### src/rtl/spi_cmd_pkg.sv
package spi_cmd_pkg;
  localparam int BYTE_W     = 8;
  localparam int ADDR_W     = 24;
  localparam int LEN_W      = 24;
  localparam int WORD_W     = 32;
  localparam int CRC_W      = 7;
  localparam int MAX_BYTES  = 8;
  localparam int IDX_W      = $clog2(MAX_BYTES);
  localparam int CNT_W      = IDX_W + 1;

  localparam logic [7:0] OP_DMA_WR   = 8'hC1;
  localparam logic [7:0] OP_DMA_RD   = 8'hC2;
  localparam logic [7:0] OP_INT_WR   = 8'hC3;
  localparam logic [7:0] OP_INT_RD   = 8'hC4;
  localparam logic [7:0] OP_TERM     = 8'hC5;
  localparam logic [7:0] OP_REPEAT   = 8'hC6;
  localparam logic [7:0] OP_XDMA_WR  = 8'hC7;
  localparam logic [7:0] OP_XDMA_RD  = 8'hC8;
  localparam logic [7:0] OP_SGL_WR   = 8'hC9;
  localparam logic [7:0] OP_SGL_RD   = 8'hCA;
  localparam logic [7:0] OP_RESET    = 8'hCF;

  typedef enum logic [1:0] {
    RES_OK     = 2'd0,
    RES_ECHO   = 2'd1,
    RES_STATUS = 2'd2
  } result_e;

  typedef enum logic [2:0] {
    ST_IDLE, ST_CMD, ST_CRC, ST_RSP, ST_DONE
  } state_e;
endpackage

### src/rtl/spi_cmd_layout.sv
module spi_cmd_layout
  import spi_cmd_pkg::*;
(
  input  logic [BYTE_W-1:0]                 opcode_i,
  input  logic [ADDR_W-1:0]                 addr_i,
  input  logic [LEN_W-1:0]                  len_i,
  input  logic [WORD_W-1:0]                 data_i,
  input  logic                              clockless_i,
  output logic [MAX_BYTES-1:0][BYTE_W-1:0]  frame_o,
  output logic [CNT_W-1:0]                  nbytes_o,
  output logic                              skip_o,
  output logic                              checked_o
);
  logic [BYTE_W-1:0] int_hi;

  assign int_hi = {addr_i[15] | clockless_i, addr_i[14:8]};

  always_comb begin
    frame_o    = '0;
    frame_o[0] = opcode_i;
    nbytes_o   = CNT_W'(4);
    skip_o     = 1'b0;
    checked_o  = 1'b1;
    case (opcode_i)
      OP_DMA_WR, OP_DMA_RD: begin
        frame_o[1] = addr_i[23:16];
        frame_o[2] = addr_i[15:8];
        frame_o[3] = addr_i[7:0];
        frame_o[4] = len_i[15:8];
        frame_o[5] = len_i[7:0];
        nbytes_o   = CNT_W'(6);
      end
      OP_XDMA_WR, OP_XDMA_RD: begin
        frame_o[1] = addr_i[23:16];
        frame_o[2] = addr_i[15:8];
        frame_o[3] = addr_i[7:0];
        frame_o[4] = len_i[23:16];
        frame_o[5] = len_i[15:8];
        frame_o[6] = len_i[7:0];
        nbytes_o   = CNT_W'(7);
      end
      OP_INT_WR: begin
        frame_o[1] = int_hi;
        frame_o[2] = addr_i[7:0];
        frame_o[3] = data_i[31:24];
        frame_o[4] = data_i[23:16];
        frame_o[5] = data_i[15:8];
        frame_o[6] = data_i[7:0];
        nbytes_o   = CNT_W'(7);
        checked_o  = !clockless_i;
      end
      OP_INT_RD: begin
        frame_o[1] = int_hi;
        frame_o[2] = addr_i[7:0];
        checked_o  = !clockless_i;
      end
      OP_SGL_WR: begin
        frame_o[1] = addr_i[23:16];
        frame_o[2] = addr_i[15:8];
        frame_o[3] = addr_i[7:0];
        frame_o[4] = data_i[31:24];
        frame_o[5] = data_i[23:16];
        frame_o[6] = data_i[15:8];
        frame_o[7] = data_i[7:0];
        nbytes_o   = CNT_W'(8);
        checked_o  = !clockless_i;
      end
      OP_TERM, OP_REPEAT: begin
        skip_o = 1'b1;
      end
      OP_RESET: begin
        frame_o[1] = 8'hFF;
        frame_o[2] = 8'hFF;
        frame_o[3] = 8'hFF;
        skip_o     = 1'b1;
      end
      default: begin
        frame_o[1] = addr_i[23:16];
        frame_o[2] = addr_i[15:8];
        frame_o[3] = addr_i[7:0];
        checked_o  = !(clockless_i && opcode_i == OP_SGL_RD);
      end
    endcase
  end
endmodule

### src/rtl/spi_cmd_crc7.sv
module spi_cmd_crc7
  import spi_cmd_pkg::*;
(
  input  logic              clk,
  input  logic              rst_n,
  input  logic              clr_i,
  input  logic              en_i,
  input  logic [BYTE_W-1:0] byte_i,
  output logic [CRC_W-1:0]  crc_o
);
  logic [CRC_W-1:0] crc_q, crc_d, step;

  always_comb begin
    step = crc_q;
    for (int b = BYTE_W - 1; b >= 0; b--) begin
      if (step[CRC_W-1] ^ byte_i[b])
        step = {step[CRC_W-2:0], 1'b0} ^ 7'h09;
      else
        step = {step[CRC_W-2:0], 1'b0};
    end
    crc_d = crc_q;
    if (clr_i)     crc_d = '1;
    else if (en_i) crc_d = step;
  end

  always_ff @(posedge clk or negedge rst_n) begin
    if (!rst_n) crc_q <= '1;
    else        crc_q <= crc_d;
  end

  assign crc_o = crc_q;
endmodule

### src/rtl/spi_cmd_framer.sv
module spi_cmd_framer
  import spi_cmd_pkg::*;
(
  input  logic        clk,
  input  logic        rst_n,
  input  logic        start_i,
  input  logic [7:0]  opcode_i,
  input  logic [23:0] addr_i,
  input  logic [23:0] len_i,
  input  logic [31:0] data_i,
  input  logic        crc_en_i,
  input  logic        clockless_i,
  output logic        tx_valid_o,
  output logic [7:0]  tx_data_o,
  input  logic        tx_ready_i,
  input  logic [7:0]  rx_data_i,
  output logic        busy_o,
  output logic        done_o,
  output logic [1:0]  result_o
);
  state_e state_q, state_d;

  logic [BYTE_W-1:0] op_q;
  logic [ADDR_W-1:0] addr_q;
  logic [LEN_W-1:0]  len_q;
  logic [WORD_W-1:0] data_q;
  logic              crc_en_q, clk_less_q;
  logic              load;

  logic [IDX_W-1:0]  idx_q, idx_d;
  logic [1:0]        rcnt_q, rcnt_d;
  logic              echo_bad_q, echo_bad_d, stat_bad_q, stat_bad_d;

  logic [MAX_BYTES-1:0][BYTE_W-1:0] frame;
  logic [CNT_W-1:0]  nbytes;
  logic              skip, checked;
  logic [CRC_W-1:0]  crc;
  logic              hs, last_cmd, last_rsp;
  logic [1:0]        echo_pos;

  spi_cmd_layout u_layout (
    .opcode_i   (op_q),
    .addr_i     (addr_q),
    .len_i      (len_q),
    .data_i     (data_q),
    .clockless_i(clk_less_q),
    .frame_o    (frame),
    .nbytes_o   (nbytes),
    .skip_o     (skip),
    .checked_o  (checked)
  );

  spi_cmd_crc7 u_crc (
    .clk   (clk),
    .rst_n (rst_n),
    .clr_i (load),
    .en_i  (hs && state_q == ST_CMD),
    .byte_i(tx_data_o),
    .crc_o (crc)
  );

  assign load       = start_i && state_q == ST_IDLE;
  assign tx_valid_o = state_q == ST_CMD || state_q == ST_CRC || state_q == ST_RSP;
  assign hs         = tx_valid_o && tx_ready_i;
  assign last_cmd   = {1'b0, idx_q} == nbytes - CNT_W'(1);
  assign echo_pos   = {1'b0, skip};
  assign last_rsp   = rcnt_q == echo_pos + 2'd1;
  assign busy_o     = state_q != ST_IDLE;
  assign done_o     = state_q == ST_DONE;

  always_comb begin
    case (state_q)
      ST_CMD:  tx_data_o = frame[idx_q];
      ST_CRC:  tx_data_o = {crc, 1'b0};
      default: tx_data_o = '0;
    endcase
  end

  always_comb begin
    result_o = RES_OK;
    if (done_o && checked) begin
      if (echo_bad_q)      result_o = RES_ECHO;
      else if (stat_bad_q) result_o = RES_STATUS;
    end
  end

  always_comb begin
    state_d    = state_q;
    idx_d      = idx_q;
    rcnt_d     = rcnt_q;
    echo_bad_d = echo_bad_q;
    stat_bad_d = stat_bad_q;
    case (state_q)
      ST_IDLE: if (load) begin
        state_d    = ST_CMD;
        idx_d      = '0;
        rcnt_d     = '0;
        echo_bad_d = 1'b0;
        stat_bad_d = 1'b0;
      end
      ST_CMD: if (hs) begin
        idx_d = idx_q + IDX_W'(1);
        if (last_cmd) state_d = crc_en_q ? ST_CRC : ST_RSP;
      end
      ST_CRC: if (hs) state_d = ST_RSP;
      ST_RSP: if (hs) begin
        rcnt_d = rcnt_q + 2'd1;
        if (rcnt_q == echo_pos)        echo_bad_d = rx_data_i != op_q;
        if (rcnt_q == echo_pos + 2'd1) stat_bad_d = rx_data_i != 8'h00;
        if (last_rsp) state_d = ST_DONE;
      end
      default: state_d = ST_IDLE;
    endcase
  end

  always_ff @(posedge clk or negedge rst_n) begin
    if (!rst_n) begin
      state_q    <= ST_IDLE;
      idx_q      <= '0;
      rcnt_q     <= '0;
      echo_bad_q <= 1'b0;
      stat_bad_q <= 1'b0;
    end else begin
      state_q    <= state_d;
      idx_q      <= idx_d;
      rcnt_q     <= rcnt_d;
      echo_bad_q <= echo_bad_d;
      stat_bad_q <= stat_bad_d;
    end
  end

  always_ff @(posedge clk or negedge rst_n) begin
    if (!rst_n) begin
      op_q       <= '0;
      addr_q     <= '0;
      len_q      <= '0;
      data_q     <= '0;
      crc_en_q   <= 1'b0;
      clk_less_q <= 1'b0;
    end else if (load) begin
      op_q       <= opcode_i;
      addr_q     <= addr_i;
      len_q      <= len_i;
      data_q     <= data_i;
      crc_en_q   <= crc_en_i;
      clk_less_q <= clockless_i;
    end
  end


  tx_hold_chk: assert property (@(posedge clk) disable iff (!rst_n)
    (tx_valid_o && !tx_ready_i) |=> (tx_valid_o && $stable(tx_data_o)));


  done_pulse_chk: assert property (@(posedge clk) disable iff (!rst_n)
    done_o |=> !done_o);


  result_range_chk: assert property (@(posedge clk) disable iff (!rst_n)
    done_o |-> result_o != 2'd3);


  crc_lsb_chk: assert property (@(posedge clk) disable iff (!rst_n)
    (state_q == ST_CRC) |-> !tx_data_o[0]);


  rsp_zero_chk: assert property (@(posedge clk) disable iff (!rst_n)
    (state_q == ST_RSP) |-> tx_data_o == 8'h00);


  busy_start_chk: assert property (@(posedge clk) disable iff (!rst_n)
    (busy_o && !done_o) |=> busy_o);


  idle_quiet_chk: assert property (@(posedge clk) disable iff (!rst_n)
    !busy_o |-> (!tx_valid_o && !done_o));
endmodule

### config.mk
export PLATFORM = sky130hd
export DESIGN_NAME = spi_cmd_framer
export DESIGN_NICKNAME = d
export VERILOG_FILES = /design/src/rtl/spi_cmd_pkg.sv /design/src/rtl/spi_cmd_layout.sv /design/src/rtl/spi_cmd_crc7.sv /design/src/rtl/spi_cmd_framer.sv
export SDC_FILE = /design/constraint.sdc
export NUM_CORES = 1
export LEC_CHECK = 0
export BUFFER_PORTS_ARGS = -buffer_cell sky130_fd_sc_hd__buf_2
export CAP_MARGIN = 40
export CORE_MARGIN = 2
export CORE_UTILIZATION = 40
export CTS_CLUSTER_SIZE = 20
export DETAILED_ROUTE_END_ITERATION = 8
export GPL_TIMING_DRIVEN = 1
export PLACE_DENSITY = 0.6
export SLEW_MARGIN = 10
export SYNTH_ARGS = -nofsm -noshare
export SYNTH_HDL_FRONTEND = slang
export SYNTH_SLANG_ARGS = --single-unit
export TNS_END_PERCENT = 1
### constraint.sdc
create_clock -name clk -period 2.9 [get_ports clk]
set_clock_uncertainty 0.15 [all_clocks]
set_input_delay 0.58 -clock clk [delete_from_list [all_inputs] [get_ports clk]]
set_output_delay 0.58 -clock clk [all_outputs]
set_load 0.03 [all_outputs]
==> metrics, run 1 <==
Post-Syn Nets=812; die width=between 100 and 150 um; main combinational cell family by area after synthesis=compound AO/OA/AOI/OAI gates; r2r endpoint=u_crc.crc_o[5]$_DFFE_PN1P_; Post-Syn Area=approximately 0.0070 mm2; Buf/Inv on CP=4; maximum vdd drop=460 uV; Critical Path End Type=primary output; Worst Reg-to-Reg Cells=15; DPL Wire Length=17500 um; Util after Layout=between 50 and 60%; vias per cell=roughly 5.7; Most common cell on crit path=buf_6; Seq/Total Area, Yosys=38.4%; fin cells=roughly 1200; simple-gate share of the synthesized area=between 15 and 20%; antenna diode count=0; Adder-Cell Fraction of Synth Area=0.358%; Syn Inst Count=708; largest net degree at the start of global routing=56; count of cell types in the netlist=85; reg2reg setup slack=-0.34 ns; met3 GRT Util=4.25%; layout cells sized above 1=50.8%; CTS sink count=107; final critical-path share of the clock period=119%; Rows=48; post-synthesis xor/xnor area fraction=under 10%; Avg Inst Size Synth=9.87 um2; via count=approximately 6700; gr usage total=26.4%; Final setup viols=20; min-delay src=opcode_i[3]; violated checks=setup timing; Pleak=0.00409 uW; pwr dens=1230 mW/mm2; clock buffer depth=2; TritonCTS Buffers=9; die area=0.0185 mm2; post-detailed-route wirelength per cell=20.4 um; leading cell types in the layout, fill and taps excluded=buf_4, buf_2, dfrtp_1, mux2_2, nand2_1; logic gate share of total power=63.1%; first-pass GRT wire length=between 30000 and 40000 um; post-route ant nets=0; vias in the first global route=a little under 7000; Post-synth EDFFs=0; cell-internal power=6670 uW; commonest non-fill, non-tap cell in the layout=buf_4; H-tree Lvls=3; hold depth=3; GP Congestion=0.964; CTS root buf=clkbuf_16; slowest CP cell=dfrtp_2; data arrival time of the worst path=2.72 ns; Core ar.=about 0.017 mm2; kind of critical path=flip-flop to primary output; Synth Area in Compound Gates=20.6%; clock group share of total power=10.6%; worst-margin pin slew=0.833 ns; Max Cap Viol=0; crit path time final=3.45 ns; grt ovf=0; CP cell instances=buf_6, buf_4, nor2b_2, mux2i_4, buf_6, o21bai_1, a311oi_2, a31oi_1, o211ai_1, nand2_1, buf_6; Iter 0 DRT Violations=751; sequential power share=26.3%; Layout area overhead=37.7%; Hold Path Class=input pin to flip-flop; I/O pin cnt=approximately 120; DR pass1 iterations=5; Final nets=1043; r2r startpoint=op_q[2]$_DFFE_PN0P_; clock-pin slew on the worst setup and hold paths=0.08 ns; Hold Fails Final Rpt=0; Max FO, Critical Path=7; initial antenna violation count=0; Net Switching=5210 uW; max frequency=290 MHz; Hold Crit Endpoint=op_q[3]$_DFFE_PN0P_; met2 Use GR=between 40% and 50%; CP top delay family=compound AO/OA/AOI/OAI gates; DRC viols=0; post-route setup slack=-0.549 ns; critical path launch point type=flip-flop; Main synth FF type=dfrtp_1; WL final=roughly 24000 um; Slew HR=44.4%; worst-skew pair later-pin latency=0.37 ns; CTS tree=built; Top Usage Layer GRT=met2; Inst Count DP=between 1000 and 1500; Synth Register Bits=107; Slew Viols, Final=0; switching share of power=43.8%; Buffers on Ports=114; Die Height=approximately 140 um; routing usage on met1=between 30 and 40%; yosys warns=0; post-synthesis mux area share=16.5%; fraction of registers with async set/reset=100%; outcome=complete, but fails checks; unrepaired setup endpoints after global routing=true; critical path required time=between 2 and 2.5 ns; Initial Utilization=40.7%; Critical Path Max Stage Delay=0.45 ns
==> sequential cells by signal, summed over array words and instances (netlist names) <==
name / count
data_q: 32
addr_q: 24
len_q: 24
op_q: 8
u_crc.crc_o: 7
idx_q: 3
state_q: 3
rcnt_q: 2
clk_less_q: 1
crc_en_q: 1
echo_bad_q: 1
stat_bad_q: 1
==> final cells by class <==
type,count,area [um2]
inverter,11,41.3
multi-input combinational,534,4330
sequential,107,2690
clock inverter,7,67.6
tap,225,282
timing repair buffer,276,1980
clock buffer,9,225
fill,1543,7550
==> logic make-up after synthesis <==
logic type	count (synthesis)
XOR/XNOR	27
adder cells (fa/ha/maj)	2
multiplexers	103
AO/OA/AOI/OAI	199
buffers and inverters	68
flip-flops	107
AND/OR/NAND/NOR	202
==> power by group through the flow <==
| stage | Combinational [uW] | Sequential, uW | Clock (uW) |
|---|---|---|---|
| global route | 8010 | 3220 | 1350 |
| finish | 7500 | 3130 | 1250 |
| global placement | 6080 | 3100 | 0 |
| detailed placement | 6170 | 3120 | 0 |
| floorplan | 4210 | 2720 | 0 |
| CTS | 7010 | 3110 | 1280 |
==> worst max path at each step <==
stage | start | to | slack [ns] | cells past startpoint
final | op_q[2]$_DFFE_PN0P_ | tx_data_o[2] | -0.55 | 11
after global placement | op_q[3]$_DFFE_PN0P_ | u_crc.crc_o[5]$_DFFE_PN1P_ | -0.51 | 12
after floorplan | op_q[0]$_DFFE_PN0P_ | state_q[1]$_DFFE_PN0P_ | -0.11 | 15
after CTS | op_q[0]$_DFFE_PN0P_ | tx_data_o[2] | -0.52 | 10
after detailed placement | op_q[3]$_DFFE_PN0P_ | u_crc.crc_o[4]$_DFFE_PN1P_ | -0.48 | 10
after global routing | op_q[2]$_DFFE_PN0P_ | tx_data_o[2] | -0.61 | 11
==> metal layers <==
metal  vias to the layer above  part of all wire (%)
met5                         -                     0
met4                         0                   2.1
met3                        40                   6.4
met2                       276                    48
met1                      3297                    44
li1                       3099                     -
==> synthesized netlist by cell type, drive strengths merged, types with 4 or more instances <==
master   number  area (um2)
nand3        10        55.1
a211oi        9        95.1
o21ai        46         230
o31ai         4        30.0
or3b          4        35.0
nor2         48         190
or3           6        37.5
mux2i         8        80.1
a22o          4        35.0
o211ai       14         110
xnor2        14         130
xor2         13         114
a221oi        8        82.6
clkbuf       23        86.3
nor3         15        75.1
nand4         4        25.0
a31o          4        35.0
nor3b         6        56.3
a31oi        10        62.6
o221ai        8        70.1
inv          11        41.3
nand3b        4        42.5
a22oi        11        82.6
nand2        58         218
dfstp         7         184
nor2b         4        25.0
and3          8        50.1
mux2         95        1070
o2bb2ai       4        47.6
nand2b       10        62.6
buf          34         234
dfrtp       100        2500
a21boi        5        37.5
and2          9        56.3
a311oi        4        35.0
a21oi        34         174
a2bb2oi       5        43.8
==> through the flow <==
step           area [um2]  worst slack (ns)  TNS (ns)  total power (uW)  hold WS, ns
4_1_cts              9390            -0.516     -6.58             11400        0.267
6_report             9630            -0.549     -5.96             11900        0.282
2_1_floorplan        7000            -0.113    -0.287              6930        0.134
3_5_place_dp         8530            -0.483     -6.37              9300        0.345
5_1_grt              9630            -0.605     -8.05             12600        0.280
3_3_place_gp         8530            -0.513     -6.64              9180        0.320
==> tightest hold or removal path, cell delays in order <==
cell	delay [ns]
buf_2	0.08
nand2_1	0.04
o21ai_0	0.06
==> timing repair <==
| item | in CTS | in global routing |
|---|---|---|
| pin swaps | 33 | 31 |
| endpoints found under the hold margin | 27 | 0 |
| gates resized for setup | 84 | 42 |
| gates cloned | 1 | 0 |
| buffers inserted | 26 | 8 |
| hold buffers | 1 | 0 |
| endpoints found under the setup margin | 20 | 20 |
(Power assumes the default switching activity.)
==> run 2, diff against run 1 <==
- SYNTH_HIERARCHICAL: unset -> 1
==> run 2 against run 1 <==
The run still ends with setup timing left. Clock-buffer cell count increased by 2. Critical path depth up 1. Sequential share of layout area up 1.2 points. Sequential power decreased by 5%. Via count is 5.6% lower. Sequential cell count unchanged. Area after synthesis is 3.1% lower. Register-to-register slack lost 0.21 ns. Largest cell class unchanged. Design area down 4.3%. Largest power group unchanged.
==> metrics, run 2 <==
outcome=complete, but fails checks (unchanged); violated checks=setup timing (unchanged); H-tree Lvls=3 (unchanged); commonest non-fill, non-tap cell in the layout=nand2_1 (was buf_4); CTS root buf=clkbuf_16 (unchanged); worst-margin pin slew=0.714 ns (was 0.833 ns); Final Cell Area=0.00922 mm2 (was 0.00963 mm2); count of cell types in the netlist=68 (was 85); DPL Wire Length=14400 um (was 17500 um); final critical-path share of the clock period=124% (was 119%); Post-Syn Nets=903 (was 812); top flop regs=data_q x32, addr_q x24, len_q x24 (unchanged); Initial Utilization=40.8% (was 40.7%); Largest Register=data_q (unchanged); yosys warns=6 (was 0); Fillers=1541 (was 1543); Main synth FF type=dfrtp_1 (unchanged); r2r endpoint=u_crc/crc_o[5]$_DFFE_PN1P_ (was u_crc.crc_o[5]$_DFFE_PN1P_); WL final=20100 um (was 23900 um); data arrival time of the worst path=2.86 ns (was 2.72 ns); critical path launch point type=flip-flop (unchanged); Slew Viols, Final=0 (unchanged); Hold Path Class=input pin to async pin (was input pin to flip-flop); fin cells=1217 (was 1169); Final setup viols=17 (was 20); post-route setup slack=-0.687 ns (was -0.549 ns); most frequent cell after synthesis=nand2_1 (was dfrtp_1); reg2reg setup slack=-0.55 ns (was -0.34 ns); Syn Inst Count=799 (was 708); Final nets=1097 (was 1043); kind of critical path=flip-flop to primary output (unchanged); initial antenna violation count=0 (unchanged); Inst Count DP=1184 (was 1118); Post-synth EDFFs=0 (unchanged); Hold Buf Count CTS=0 (was 1); leading cell types in the layout, fill and taps excluded=nand2_1, buf_4, buf_2, dfrtp_1, nor2_1 (was buf_4, buf_2, dfrtp_1, mux2_2, nand2_1); die area=0.0180 mm2 (was 0.0185 mm2); clock-pin slew on the worst setup and hold paths=0.07 ns (was 0.08 ns); Critical Path End Type=primary output (unchanged); Post-Syn Area=0.00677 mm2 (was 0.00699 mm2); crit path time final=3.59 ns (was 3.45 ns); top post-synthesis cells by count=nand2_1, dfrtp_1, nor2_1 (was dfrtp_1, mux2_2, nand2_1); cell taking the most area after synthesis=dfrtp_1 (unchanged); Core ar.=0.0166 mm2 (was 0.0172 mm2); Total Negative Setup Slacks=-7.90 ns (was -5.96 ns); Avg Inst Size Synth=8.47 um2 (was 9.87 um2); layout cells sized above 1=38.1% (was 50.8%); post-route ant nets=0 (unchanged); gr usage total=22.8% (was 26.4%); ranking of synthesized cells by area=dfrtp_1, nand2_1, mux2_2 (was dfrtp_1, mux2_2, nand2_1); via count=6333 (was 6712); Iter 0 DRT Violations=436 (was 751); Slew HR=52.4% (was 44.4%); Max FO, Critical Path=7 (unchanged); first-pass GRT wire length=32500 um (was 37300 um); Hold Fails Final Rpt=0 (unchanged); Synth Register Bits=107 (unchanged); Max Cap Viol=0 (unchanged); DR pass1 iterations=4 (was 5); GP Congestion=0.845 (was 0.964); DP Worst Slack=-0.476 ns (was -0.483 ns); Buffers on Ports=114 (unchanged); max frequency=279 MHz (was 290 MHz); post-synth top area share=37.0% (was 35.8%); I/O pin cnt=115 (unchanged); critical path required time=2.17 ns (about the same); largest net degree at the start of global routing=98 (was 56); vias in the first global route=6243 (was 6835); Rows=47 (was 48); pwr dens=1170 mW/mm2 (was 1230 mW/mm2); Pleak=0.00449 uW (was 0.00409 uW); Tot Pwr=10800 uW (was 11900 uW); vias per cell=5.20 (was 5.74); TritonCTS Buffers=9 (unchanged); DRC viols=0 (unchanged); fraction of registers with async set/reset=100% (unchanged); worst-skew pair later-pin latency=0.36 ns (was 0.37 ns); Die Height=134 um (was 136 um); CTS tree=built (unchanged); grt ovf=0 (unchanged); max reg flops=32 (unchanged); Worst Reg-to-Reg Cells=14 (was 15); clock buffer depth=2 (unchanged); r2r startpoint=op_q[0]$_DFFE_PN0P_ (was op_q[2]$_DFFE_PN0P_); unrepaired setup endpoints after global routing=true (unchanged); CTS sink count=107 (unchanged); Cell Area, Placed=0.00823 mm2 (was 0.00853 mm2); post-detailed-route wirelength per cell=16.5 um (was 20.4 um); antenna diode count=0 (unchanged); Seq/Total Area, Yosys=39.7% (was 38.4%); Layout area overhead=36.1% (was 37.7%); die width=134 um (was 136 um); maximum vdd drop=836 uV (was 460 uV)
==> run 2: worst max-delay path by stage <==
stage	slack, ns	start	cells past startpoint	to
2_1_floorplan	-0.70	op_q[0]$_DFFE_PN0P_	13	u_crc/crc_o[5]$_DFFE_PN1P_
3_3_place_gp	-0.47	op_q[0]$_DFFE_PN0P_	11	tx_data_o[5]
3_5_place_dp	-0.48	op_q[0]$_DFFE_PN0P_	10	tx_data_o[1]
4_1_cts	-0.61	op_q[0]$_DFFE_PN0P_	10	tx_data_o[0]
5_1_grt	-0.76	op_q[0]$_DFFE_PN0P_	12	tx_data_o[5]
6_report	-0.69	op_q[0]$_DFFE_PN0P_	12	tx_data_o[5]
==> run 2: kinds of logic after synthesis <==
logic type | Yosys count | share of synthesized area [%]
AO/OA/AOI/OAI | 118 | 13.3
XOR/XNOR | 30 | 4.64
adder cells (fa/ha/maj) | 2 | 0.369
buffers and inverters | 75 | 6.63
flip-flops | 107 | 39.7
multiplexers | 42 | 8.44
AND/OR/NAND/NOR | 425 | 26.9
==> run 2: per-stage QoR <==
step / hold WS [ns] / utilization [%]
after floorplan: 0.134 / -
after global placement: 0.315 / 49.6
after detailed placement: 0.309 / 49.6
after CTS: 0.140 / 54.4
after global routing: 0.173 / 55.6
final: 0.114 / 55.6
==> run 2: what timing repair did <==
item	in CTS	in global routing
resized for setup	73	34
endpoints found under the setup margin	19	19
pin swaps	13	12
cloned	2	0
buffers inserted	13	3
==> run 2: layer usage <==
metal	global-route usage (%)	share of wire (%)
met5	0	0
met4	6.78	1.8
met3	3.78	4.7
met2	34.3	45
met1	33.9	49
==> run 2: area by class of cell <==
type                            count  area, um2  share of cell area (%)
Multi-Input combinational cell    617       4060                    44.1
Sequential cell                   107       2690                    29.2
Timing Repair Buffer              246       1790                    19.4
Tap cell                          220        275                    2.99
Clock buffer                       11        253                    2.74
Clock inverter                      4       97.6                    1.06
Inverter                           12       46.3                   0.502
==> run 2: worst max-delay path: stages (launching register included) <==
cell,delay [ns]
dfrtp_1,0.39
buf_6,0.16
buf_4,0.12
buf_4,0.12
mux2_2,0.34
a22oi_2,0.13
nor2_1,0.06
a221o_1,0.26
mux2_2,0.31
o22ai_4,0.18
o31ai_4,0.08
buf_4,0.17
buf_4,0.16
==> run 2: report_power, final <==
part           internal, uW  switching [uW]
Clock                   887             564
Sequential             2250             737
Combinational          3260            3130
Total                  6400            4430
